$ cat src/rtl/fb_pkg.sv
package fb_pkg;
   // Field widths of the halfword address and of the geometry controls.
   localparam int BANK_W   = 7;
   localparam int BASE_W   = 21;
   localparam int PAGE_W   = 11;
   localparam int GAP_W    = 11;
   localparam int LINES_W  = 10;
   localparam int WORD_W   = 32;

   typedef struct packed {
      logic [BANK_W-1:0]  bank;
      logic [BASE_W-1:0]  base;
      logic [PAGE_W-1:0]  page;
      logic [GAP_W-1:0]   gap;
      logic [LINES_W-1:0] lines;
   } fb_geom_t;
endpackage

$ cat src/rtl/fb_end_calc.sv
module fb_end_calc #(
   parameter int BASE_W  = 21,
   parameter int PAGE_W  = 11,
   parameter int GAP_W   = 11,
   parameter int LINES_W = 10
) (
   input  logic [BASE_W-1:0]  base,
   input  logic [PAGE_W-1:0]  page,
   input  logic [GAP_W-1:0]   gap,
   input  logic [LINES_W-1:0] lines,
   output logic [BASE_W-1:0]  end_base
);
   localparam int SPAN_W = ((PAGE_W > GAP_W) ? PAGE_W : GAP_W) + 1;
   localparam int PROD_W = SPAN_W + LINES_W + 1;

   logic [SPAN_W-1:0]  span;
   logic [LINES_W:0]   nlines;
   logic [PROD_W-1:0]  prod;

   // Closed form: each line consumes page + gap halfwords.
   always_comb begin
      span     = SPAN_W'(page) + SPAN_W'(gap);
      nlines   = {1'b0, lines} + (LINES_W+1)'(1);
      prod     = PROD_W'(span) * PROD_W'(nlines);
      end_base = base + BASE_W'(prod);
   end
endmodule

$ cat src/rtl/fb_walker.sv
module fb_walker
   import fb_pkg::*;
(
   input  logic                clk,
   input  logic                rst_n,
   input  fb_geom_t            geom_in,
   input  logic                frame_start,
   input  logic                pix_req,
   output fb_geom_t            geom_q,
   output logic [BASE_W-1:0]   ptr,
   output logic                running,
   output logic                line_last,
   output logic                done
);
   logic [PAGE_W-1:0]  col;
   logic [LINES_W-1:0] row;

   assign line_last = running && (col == geom_q.page - PAGE_W'(1));

   always_ff @(posedge clk or negedge rst_n) begin
      if (!rst_n) begin
         geom_q  <= '0;
         ptr     <= '0;
         col     <= '0;
         row     <= '0;
         running <= 1'b0;
         done    <= 1'b0;
      end else if (frame_start) begin
         geom_q  <= geom_in;
         ptr     <= geom_in.base;
         col     <= '0;
         row     <= '0;
         running <= (geom_in.page != '0);
         done    <= 1'b0;
      end else if (pix_req && running) begin
         if (line_last) begin
            ptr <= ptr + BASE_W'(geom_q.gap) + BASE_W'(1);
            col <= '0;
            if (row == geom_q.lines) begin
               running <= 1'b0;
               done    <= 1'b1;
            end else begin
               row <= row + LINES_W'(1);
            end
         end else begin
            ptr <= ptr + BASE_W'(1);
            col <= col + PAGE_W'(1);
         end
      end
   end

   // plain step inside a line
   p_step_r3: assert property (@(posedge clk) disable iff (!rst_n)
      (pix_req && running && !line_last && !frame_start)
      |=> ptr == $past(ptr) + BASE_W'(1));

   // skip over the gap after the last halfword of a line
   p_skip_r4: assert property (@(posedge clk) disable iff (!rst_n)
      (pix_req && running && line_last && !frame_start)
      |=> ptr == $past(ptr) + BASE_W'(geom_q.gap) + BASE_W'(1));

   // idle pointer does not move
   p_idle_r3: assert property (@(posedge clk) disable iff (!rst_n)
      (!running && !frame_start) |=> $stable(ptr) && $stable(done));

   // running and done are never both set
   p_excl_r6: assert property (@(posedge clk) disable iff (!rst_n)
      !(running && done));
endmodule

$ cat src/rtl/fb_lane_swap.sv
module fb_lane_swap #(
   parameter int WORD_W = 32
) (
   input  logic              swap_bytes,
   input  logic              swap_halves,
   input  logic [WORD_W-1:0] din,
   output logic [WORD_W-1:0] dout
);
   localparam int NWORDS = WORD_W / 32;

   if (WORD_W % 32 != 0) begin : g_bad_width
      $error("fb_lane_swap: WORD_W must be a multiple of 32");
   end

   for (genvar w = 0; w < NWORDS; w++) begin : g_word
      for (genvar h = 0; h < 2; h++) begin : g_half
         logic [15:0] src;
         assign src = swap_halves ? din[w*32 + (1-h)*16 +: 16]
                                  : din[w*32 + h*16 +: 16];
         assign dout[w*32 + h*16 +: 16] = swap_bytes ? {src[7:0], src[15:8]} : src;
      end
   end
endmodule

$ cat src/rtl/fb_addr_gen.sv
module fb_addr_gen
   import fb_pkg::*;
(
   input  logic                clk,
   input  logic                rst_n,
   input  logic [BANK_W-1:0]   cfg_bank,
   input  logic [BASE_W-1:0]   cfg_base,
   input  logic [PAGE_W-1:0]   cfg_page_width,
   input  logic [GAP_W-1:0]    cfg_offset,
   input  logic [LINES_W-1:0]  cfg_line_last,
   input  logic                swap_bytes,
   input  logic                swap_halves,
   input  logic                frame_start,
   input  logic                pix_req,
   output logic [BANK_W+BASE_W-1:0] fetch_addr,
   output logic                line_end,
   output logic                frame_end,
   input  logic [WORD_W-1:0]   rd_data_in,
   output logic [WORD_W-1:0]   rd_data_out
);
   localparam int ADDR_W = BANK_W + BASE_W;

   if (BASE_W < 2 || PAGE_W < 1 || LINES_W < 1) begin : g_bad_cfg
      $error("fb_addr_gen: field widths out of range");
   end

   fb_geom_t          geom_in, geom_q;
   logic [BASE_W-1:0] ptr, end_base;
   logic              running, line_last, done;

   assign geom_in = '{bank: cfg_bank, base: cfg_base, page: cfg_page_width,
                      gap: cfg_offset, lines: cfg_line_last};

   fb_walker u_walk (
      .clk(clk), .rst_n(rst_n), .geom_in(geom_in),
      .frame_start(frame_start), .pix_req(pix_req),
      .geom_q(geom_q), .ptr(ptr), .running(running),
      .line_last(line_last), .done(done)
   );

   fb_end_calc #(.BASE_W(BASE_W), .PAGE_W(PAGE_W), .GAP_W(GAP_W),
                 .LINES_W(LINES_W)) u_end (
      .base(geom_q.base), .page(geom_q.page), .gap(geom_q.gap),
      .lines(geom_q.lines), .end_base(end_base)
   );

   fb_lane_swap #(.WORD_W(WORD_W)) u_swap (
      .swap_bytes(swap_bytes), .swap_halves(swap_halves),
      .din(rd_data_in), .dout(rd_data_out)
   );

   assign fetch_addr = {geom_q.bank, ptr};
   assign line_end   = line_last;
   assign frame_end  = done;

   // walked pointer lands on the closed-form end address
   p_end_match_r6: assert property (@(posedge clk) disable iff (!rst_n)
      frame_end |-> fetch_addr[BASE_W-1:0] == end_base);

   // bank field holds between frame starts
   p_bank_hold_r7: assert property (@(posedge clk) disable iff (!rst_n)
      !frame_start |=> $stable(fetch_addr[ADDR_W-1:BASE_W]));

   // a frame start reloads the address and clears completion
   p_load_r2: assert property (@(posedge clk) disable iff (!rst_n)
      frame_start |=> (fetch_addr == $past({cfg_bank, cfg_base})) && !frame_end);

   // line_end only while a frame runs
   p_line_flag_r5: assert property (@(posedge clk) disable iff (!rst_n)
      line_end |-> !frame_end);
endmodule

$ cat config.mk
export PLATFORM = sky130hd
export DESIGN_NAME = fb_addr_gen
export DESIGN_NICKNAME = d
export VERILOG_FILES = /design/src/rtl/fb_pkg.sv /design/src/rtl/fb_end_calc.sv /design/src/rtl/fb_walker.sv /design/src/rtl/fb_lane_swap.sv /design/src/rtl/fb_addr_gen.sv
export SDC_FILE = /design/constraint.sdc
export NUM_CORES = 1
export LEC_CHECK = 0
export ABC_AREA = 1
export CORE_ASPECT_RATIO = 0.8
export CORE_UTILIZATION = 37
export DETAILED_ROUTE_END_ITERATION = 8
export REMOVE_ABC_BUFFERS = 1
export SLEW_MARGIN = 10
export SYNTH_ARGS = -nofsm -noshare
export SYNTH_HDL_FRONTEND = slang
export SYNTH_SLANG_ARGS = --single-unit
$ cat constraint.sdc
create_clock -name clk -period 2.9 [get_ports clk]
set_clock_uncertainty 0.05 [all_clocks]
set_input_delay 0.58 -clock clk [delete_from_list [all_inputs] [get_ports clk]]
set_output_delay 0.58 -clock clk [all_outputs]
set_load 0.005 [all_outputs]
## Yosys cells after proc, flatten, opt, wreduce, memory -nomap -nowiden

Index checks and enable logic that the tools add are counted.

- Add/sub/neg operators: 6
- Reductions and logical operators: 8
- Eq/ne operators: 3
- Multiplexer cells: 22

Operator list:

| cell | count |
|---|---|
| $mux 16 | 4 |
| $mux 21 | 3 |
| $add 21x1->21 const B | 2 |
| $mux 10 | 4 |
| $mux 11 | 3 |
| $add 21x11->21 | 1 |
| $add 11x1->11 const B | 1 |
| $eq 11x11->1 | 1 |
| $reduce_bool 11->1 | 1 |
| $sub 11x1->11 const B | 1 |
| $add 10x1->10 const B | 1 |
| $eq 10x10->1 | 1 |
| $mux 1 | 8 |
| $reduce_and 3->1 | 2 |
| $reduce_bool 2->1 | 3 |
| $logic_and 1x1->1 | 2 |
| $ne 2x2->1 const B | 1 |

- Word-level logic and storage cells: 48
- Input port bits: 98
- Output and inout bits: 62
- Register bits after elaboration: 83

## Depth between registers and ports, before layout

Gate-level depths: netlist (run 1).

- Word-level depth: 6
- Mapped depth: 16

## Cells and area by module

From an unflattened synthesis (run 1), not the netlist that was laid out.

- Cells, all modules: 1189
- Area, all modules: 7828.8 um^2

Modules (own cells, without submodules):

| module | area an instance (um^2) | cells each | times used |
|---|---|---|---|
| fb_walker | 6882.9 | 981 | 1 |
| fb_lane_swap | 945.9 | 208 | 1 |

## Worst setup path after synthesis (run 1)

No wires, ideal clock.

- Path kind: register to output
- Start: register, netlist name u_walk.geom_q[21]
- End: output line_end
- Slack: 0.588 ns
- Required time: 2.270 ns
- Stages on the path, launching flop included: 11
- Data arrival time: 1.682 ns
- Path buffers: 0
- Cell sequence: dfrtp_1 > inv_1 > ha_1 > nand2_2 > nor2_4 > nand2_2 > xor2_1 > o21ai_2 > nor2_4 > nand3_4 > inv_2

- Cells in the longest elaborated chain, start to end: 3

Ends and longest elaborated chain:

| what | RTL line | RTL |
|---|---|---|
| $sub 11x1->11 | fb_walker.sv:18 | `assign line_last = running && (col == geom_q.page - PAGE_W'(1));` |
| $eq 11x11->1 | fb_walker.sv:18 |  |
| $logic_and 1x1->1 | fb_walker.sv:18 |  |
| end: declaration | fb_addr_gen.sv:16 | `output logic line_end,` |

No other way between the ends.

## Worst setup path after layout (run 1)

- Start: register, netlist name u_walk.geom_q[21]
- End: output line_end

- Cells in the longest elaborated chain, start to end: 3

Ends and longest elaborated chain:

| what | RTL line |
|---|---|
| $sub 11x1->11 | fb_walker.sv:18 |
| $eq 11x11->1 | fb_walker.sv:18 |
| $logic_and 1x1->1 | fb_walker.sv:18 |

No other way between the ends.

==> impl_metrics.json, run 1 <==
{
  "io_buffers": 159,
  "clockRootBuffer": "clkbuf_16",
  "switching_share_pct": 36.75,
  "max-cap-violations": 0,
  "synthTopCellsByArea": "dfrtp_1 (30%), nand2_1 (20%), inv_1 (7.1%)",
  "powerDensity_mw_per_mm2": 429.7,
  "hold_viol": 0,
  "grt_pass1_wl_um": 34100,
  "drive_gt1_share_pct": 9.278,
  "nFillCells": 1895,
  "p_leak_uw": 0.004495,
  "die_x_um": 155.8,
  "initial_core_util_pct": 38.18,
  "ys_warn_count": 0,
  "switching_power_uw": 1463,
  "io_pins": 160,
  "grt_overflow": 0,
  "worst_slack_ns": 0.1436,
  "worstPathRequired_ns": 2.27,
  "critPathLaunchType": "flop",
  "synth_area_per_cell_um2": 6.340,
  "irDropWorstVdd_mv": 0.3145,
  "grt_pass1_vias": 6591,
  "cts_made_buffers": 9,
  "grt_usage_pct": 22.28,
  "dr_total_vias": 7281,
  "report.power.total_uw": 3979,
  "path_clk_slew_ns": 0.07,
  "syn2layout_area_growth_pct": 32.30,
  "p_int_uw": 2517,
  "fin_nets": 1370,
  "final_antenna_net_count": 0,
  "cts_num_sinks": 83,
  "cts_tree": "yes",
  "routed_wl_um": 21010,
  "via_per_inst": 4.809,
  "clkLatencyLatePin_ns": 0.35,
  "grt_max_degree": 65,
  "syn_inst": 1104,
  "drtIter0Drc": 497,
  "end_kind": "output port",
  "synth_edf_count": 0,
  "seq_area_frac_synth_pct": 29.67,
  "p_clk_share_pct": 29.2,
  "synth_top_area_share_pct": 29.67,
  "pre_cts_ws_ns": 0.05117,
  "outcome": "completed",
  "synth_cell_types": 36,
  "core-area_mm2": 0.01833,
  "period_share_pct": 95.05,
  "async_reset_ff_share_pct": 100.0,
  "htree_levels": 3,
  "tightest_slew_ns": 0.7305,
  "cp.arrival_ns": 2.13,
  "combPwrFrac_pct": 35.2,
  "wl_per_cell_um": 13.88,
  "dp_hpwl_um": 16610,
  "placedCellCount": 1488,
  "maxSlewHeadroom_pct": 50.93,
  "die_height_um": 125.0,
  "fmax_mhz": 362.8,
  "num_rows": 44,
  "min_period_ns": 2.756,
  "dr.pass1.iters": 5,
  "report.final.slew_viol_count": 0,
  "drc": 0,
  "clock_path_buffers": 2,
  "utilization_pct": 50.51,
  "critPathMaxFanout": 4,
  "seqPwrFrac_pct": 35.6,
  "gp_congestion": 0.9466,
  "synth_top_area_cell": "dfrtp_1",
  "netlist_area_mm2": 0.006999,
  "die-area_mm2": 0.01947,
  "fin_cells": 1514,
  "min_path_type": "input pin to async pin",
  "report.final.setup_viol": 0,
  "crit_type": "flop to output port",
  "grt_antenna_before_repair": 0,
  "num_antenna_cells": 0,
  "synthFlopType": "dfrtp_1",
  "synth-seq-cells": 83
}
layer usage:
metal / up-vias / wire, um / global-route usage [%]
li1: 3806 / - / -
met1: 3259 / 11020 / 34.60
met2: 200 / 8602 / 31.71
met3: 16 / 1163 / 3.640
met4: 0 / 227 / 5.133
met5: - / 0 / 0
logic make-up (layout without fill, tap and decap cells):
logic type / Yosys count / after routing / synth area share, %
AND/OR/NAND/NOR: 619 / 619 / 38.51
XOR/XNOR: 53 / 53 / 6.739
adder cells (fa/ha/maj): 16 / 16 / 2.967
AO/OA/AOI/OAI: 146 / 146 / 11.33
buffers and inverters: 187 / 344 / 10.78
flip-flops: 83 / 83 / 29.67
registers in the layout, indices dropped and copies added (netlist names):
name            count
u_walk.done         1
u_walk.running      1
u_walk.row         10
u_walk.geom_q      39
u_walk.ptr         21
u_walk.col         11
worst paths after layout:
| check | cells after the start | slack (ns) | start | endpoint |
|---|---|---|---|---|
| worst min register to register | 2 | 0.42 | u_walk.geom_q[57] | u_walk.geom_q[57] |
| min in group clk | 2 | 0.42 | u_walk.geom_q[57] | u_walk.geom_q[57] |
| worst min-delay path | 1 | 0.15 | rst_n | u_walk.ptr[12] |
| worst max-delay path | 11 | 0.14 | u_walk.geom_q[21] | line_end |
| worst max register to register | 15 | 0.39 | u_walk.geom_q[10] | u_walk.ptr[10] |
| max in group asynchronous | 2 | 2.01 | rst_n | u_walk.geom_q[14] |
synthesized netlist by cell type (3+ instances only):
master and n:
o21ai_0 73, nand3b_1 3, a21oi_1 49, o21ai_1 4, nor4_1 3, ha_1 15
o21ai_2 11, nand3_1 80, nand2_2 11, nor3_1 17, o22ai_1 5, buf_6 3
nand2_1 367, inv_2 7, o21bai_1 3, buf_1 7, dfrtp_1 83, inv_1 132
nor2_1 87, nor2_2 6, nor2_4 5, nand4_1 28, xor2_1 46, or2_2 6
buf_4 7, clkbuf_1 28, xnor2_1 6
critical path: stages (launching register included):
cell and delay (ns):
dfrtp_1 0.37, inv_2 0.06, buf_4 0.13, buf_4 0.14, nand2_1 0.07, nand3_1 0.08, nor2_2 0.16, nand3_2 0.11
nor3_4 0.26, nand3_4 0.11, inv_4 0.08, clkdlybuf4s15_1 0.19
power groups by stage:
stage                     clock network, uW  registers [uW]  logic [uW]
after floorplan                           0            1400         754
after global placement                    0            1440        1350
after detailed placement                  0            1430        1360
after CTS                              1190            1410        1380
after global routing                   1240            1440        1570
final                                  1160            1420        1400
per-stage QoR:
| stage | hold WS, ns | TNS, ns | instance area, um^2 |
|---|---|---|---|
| after detailed placement | 0.4127 | 0 | 8832 |
| after global routing | 0.1817 | -0.01118 | 9260 |
| after global placement | 0.4096 | 0 | 8832 |
| final | 0.1488 | 0 | 9260 |
| after floorplan | 0.2344 | 0 | 6766 |
| after CTS | 0.1625 | 0 | 9204 |
placed cells by master, fill, tap and decap left out, types with 14 or more instances in the layout:
| cell type | netlist | final |
|---|---|---|
| xor2_1 | 46 | 46 |
| ha_1 | 15 | 14 |
| nand4_1 | 28 | 28 |
| a21oi_1 | 49 | 49 |
| dfrtp_1 | 83 | 83 |
| clkdlybuf4s50_1 | 0 | 154 |
| nor3_1 | 17 | 17 |
| o21ai_0 | 73 | 73 |
| buf_4 | 7 | 29 |
| nor2_1 | 87 | 85 |
| nand2_1 | 367 | 364 |
| nand3_1 | 80 | 77 |
| inv_1 | 132 | 129 |
cell type report:
class                      instances  area, um^2  area share [%]
clock inverter                     6       55.05          0.5945
multi-input combinational        834        4222           45.59
sequential                        83        2077           22.43
tap                              253       316.6           3.418
timing repair buffer             189        1824           19.70
inverter                         139       526.8           5.688
clock buffer                      10       239.0           2.581
what timing repair did:
action                     in CTS  in global routing
cloned                          0                  0
hold buffers                    0                  0
pin swaps                       7                  9
gates resized for setup        14                  5
buffers inserted                5                  5
setup endpoints to repair       1                  1
(Power assumes the default switching activity.)
==> inputs of run 2 (changes only) <==
--- a/config.mk
+++ b/config.mk
@@ -9,6 +9,7 @@
 export CORE_ASPECT_RATIO = 0.8
 export CORE_UTILIZATION = 37
 export DETAILED_ROUTE_END_ITERATION = 8
+export HOLD_SLACK_MARGIN = 0.1
 export REMOVE_ABC_BUFFERS = 1
 export SLEW_MARGIN = 10
 export SYNTH_ARGS = -nofsm -noshare
==> constraint.sdc (replaced) <==
create_clock -name clk -period 3.28 [get_ports clk]
set_clock_uncertainty 0.05 [all_clocks]
set_input_delay 0.656 -clock clk [delete_from_list [all_inputs] [get_ports clk]]
set_output_delay 0.656 -clock clk [all_outputs]
set_load 0.005 [all_outputs]
==> impl_metrics.json, run 2 (synthesized netlist as in run 1, its figures left out) <==
{
  "cpPeakStageDelay_ns": 0.40,
  "postCtsHoldBufs": 0,
  "end_kind": "output port",
  "crit_top_cell": "inv_2",
  "cts_num_sinks": 83,
  "dr_total_vias": 7135,
  "grt_antenna_before_repair": 0,
  "largest_reg_flops": 39,
  "clockRootBuffer": "clkbuf_16",
  "p_int_uw": 2266,
  "gp_congestion": 0.9537,
  "clock_path_buffers": 2,
  "drtIter0Drc": 475,
  "switching_share_pct": 36.10,
  "period_share_pct": 86.08,
  "via_per_inst": 4.738,
  "irDropWorstVdd_mv": 0.2486,
  "die_x_um": 155.8,
  "crit_path_cell_trace": "inv_2 -> ha_4 -> inv_1 -> nand2_1 -> nand2_2 -> xnor2_2 -> nand3_2 -> nor3_4 -> nand3_4 -> inv_2 -> dlymetal6s2s_1",
  "tns_ns": 0,
  "critPathLaunchType": "flop",
  "critical_path.top_delay_family": "simple AND/OR/NAND/NOR gates",
  "drc": 0,
  "outcome": "completed",
  "drive_gt1_share_pct": 8.460,
  "grt_usage_pct": 22.21,
  "syn2layout_area_growth_pct": 31.55,
  "final_common_cell": "nand2_1",
  "hold_viol": 0,
  "io_pins": 160,
  "die_height_um": 125.0,
  "fin_nets": 1362,
  "cts_made_buffers": 9,
  "initial_core_util_pct": 38.18,
  "die-area_mm2": 0.01947,
  "path_buf_inv": 4,
  "cts_tree": "yes",
  "cp_num_cells": 11,
  "fmax_mhz": 354.2,
  "p_leak_uw": 0.004477,
  "switching_power_uw": 1281,
  "htree_levels": 3,
  "worstPathRequired_ns": 2.57,
  "startpoint": "u_walk.geom_q[22]",
  "cp.arrival_ns": 2.12,
  "wl_per_cell_um": 14.01,
  "powerDensity_mw_per_mm2": 385.2,
  "final_antenna_net_count": 0,
  "tightest_slew_ns": 0.6767,
  "min_path_type": "input pin to async pin",
  "num_antenna_cells": 0,
  "reg2reg_depth": 15,
  "crit_type": "flop to output port",
  "core-area_mm2": 0.01833,
  "grt_overflow": 0,
  "dp_hpwl_um": 16390,
  "regToRegSetupSlack_ns": 0.58,
  "num_rows": 44,
  "dr.pass1.iters": 6,
  "layout_common_cells": "nand2_1 (367), clkdlybuf4s50_1 (154), inv_1 (129), nor2_1 (86), dfrtp_1 (83)",
  "seqPwrFrac_pct": 35.4,
  "combPwrFrac_pct": 34.5,
  "grt_max_degree": 84,
  "maxSlewHeadroom_pct": 54.54,
  "largest_register": "u_walk.geom_q",
  "rsz0062_at_grt": "false",
  "path_clk_slew_ns": 0.07,
  "reg.largest.list": "u_walk.geom_q x39, u_walk.ptr x21, u_walk.col x11",
  "p_clk_share_pct": 30.1,
  "report.power.total_uw": 3547,
  "io_buffers": 159,
  "clkLatencyLatePin_ns": 0.36,
  "grt_pass1_wl_um": 33660,
  "report.final.slew_viol_count": 0,
  "min_period_ns": 2.824,
  "cp_slowest_cell": "dfrtp_1",
  "max-cap-violations": 0,
  "report.final.setup_viol": 0,
  "reg2reg_from": "u_walk.ptr[0]",
  "grt_pass1_vias": 6408,
  "critPathMaxFanout": 5,
  "routed_wl_um": 21100
}
run 2: worst paths after layout:
check                                    end
setup / recovery                    line_end
hold / removal                u_walk.ptr[20]
setup reg to reg              u_walk.ptr[10]
hold reg to reg            u_walk.geom_q[57]
max in group asynchronous        u_walk.done
min in group clk           u_walk.geom_q[57]
run 2: final cells by class:
type,count,area [um^2]
Fill cell,1932,9125
Multi-Input combinational cell,834,4209
Timing Repair Buffer,181,1779
Sequential cell,83,2077
Clock buffer,9,225.2
Tap cell,253,316.6
Inverter,139,524.3
Clock inverter,7,76.32
run 2: power groups by stage:
| stage | combinational (uW) | sequential (uW) | clock (uW) |
|---|---|---|---|
| detailed placement | 1180 | 1270 | 0 |
| finish | 1220 | 1260 | 1070 |
| CTS | 1200 | 1250 | 1090 |
| global route | 1370 | 1270 | 1130 |
| floorplan | 667 | 1230 | 0 |
| global placement | 1180 | 1270 | 0 |
run 2: per-layer routing:
| layer | up-vias | routed length [um] | global-route usage (%) | share of wire (%) |
|---|---|---|---|---|
| met4 | 0 | 126 | 3.172 | 0.60 |
| met5 | - | 0 | 0 | 0 |
| met2 | 180 | 8389 | 31.21 | 40 |
| li1 | 3793 | - | - | - |
| met3 | 10 | 1297 | 4.818 | 6.1 |
| met1 | 3152 | 11280 | 34.83 | 53 |
run 2: repair_timing:
action	CTS	global route
setup endpoints to repair	1	1
pin swaps	1	7
gates resized for setup	4	8
buffers inserted	3	7
run 2: through the flow:
step	cell area (um^2)	hold slack, ns	worst slack, ns	std cells	utilization [%]
after global routing	9208	0.3101	0.3276	1506	50.23
after CTS	9129	0.2963	0.01318	1499	49.80
after detailed placement	8785	0.4119	0.2304	1480	47.92
final	9208	0.2711	0.4564	1506	50.23
after floorplan	6766	0.3104	0.8174	1056	-
after global placement	8785	0.4050	0.2709	1480	47.92
==> inputs of run 3 (changes only) <==
--- a/config.mk
+++ b/config.mk
@@ -11,7 +11,8 @@
 export DETAILED_ROUTE_END_ITERATION = 8
 export HOLD_SLACK_MARGIN = 0.1
 export REMOVE_ABC_BUFFERS = 1
-export SLEW_MARGIN = 10
+export SKIP_LAST_GASP = 1
+export SLEW_MARGIN = 40
 export SYNTH_ARGS = -nofsm -noshare
 export SYNTH_HDL_FRONTEND = slang
 export SYNTH_SLANG_ARGS = --single-unit
==> results of run 3 <==
The final DEF is identical to that of run 2; final timing and power are the same.
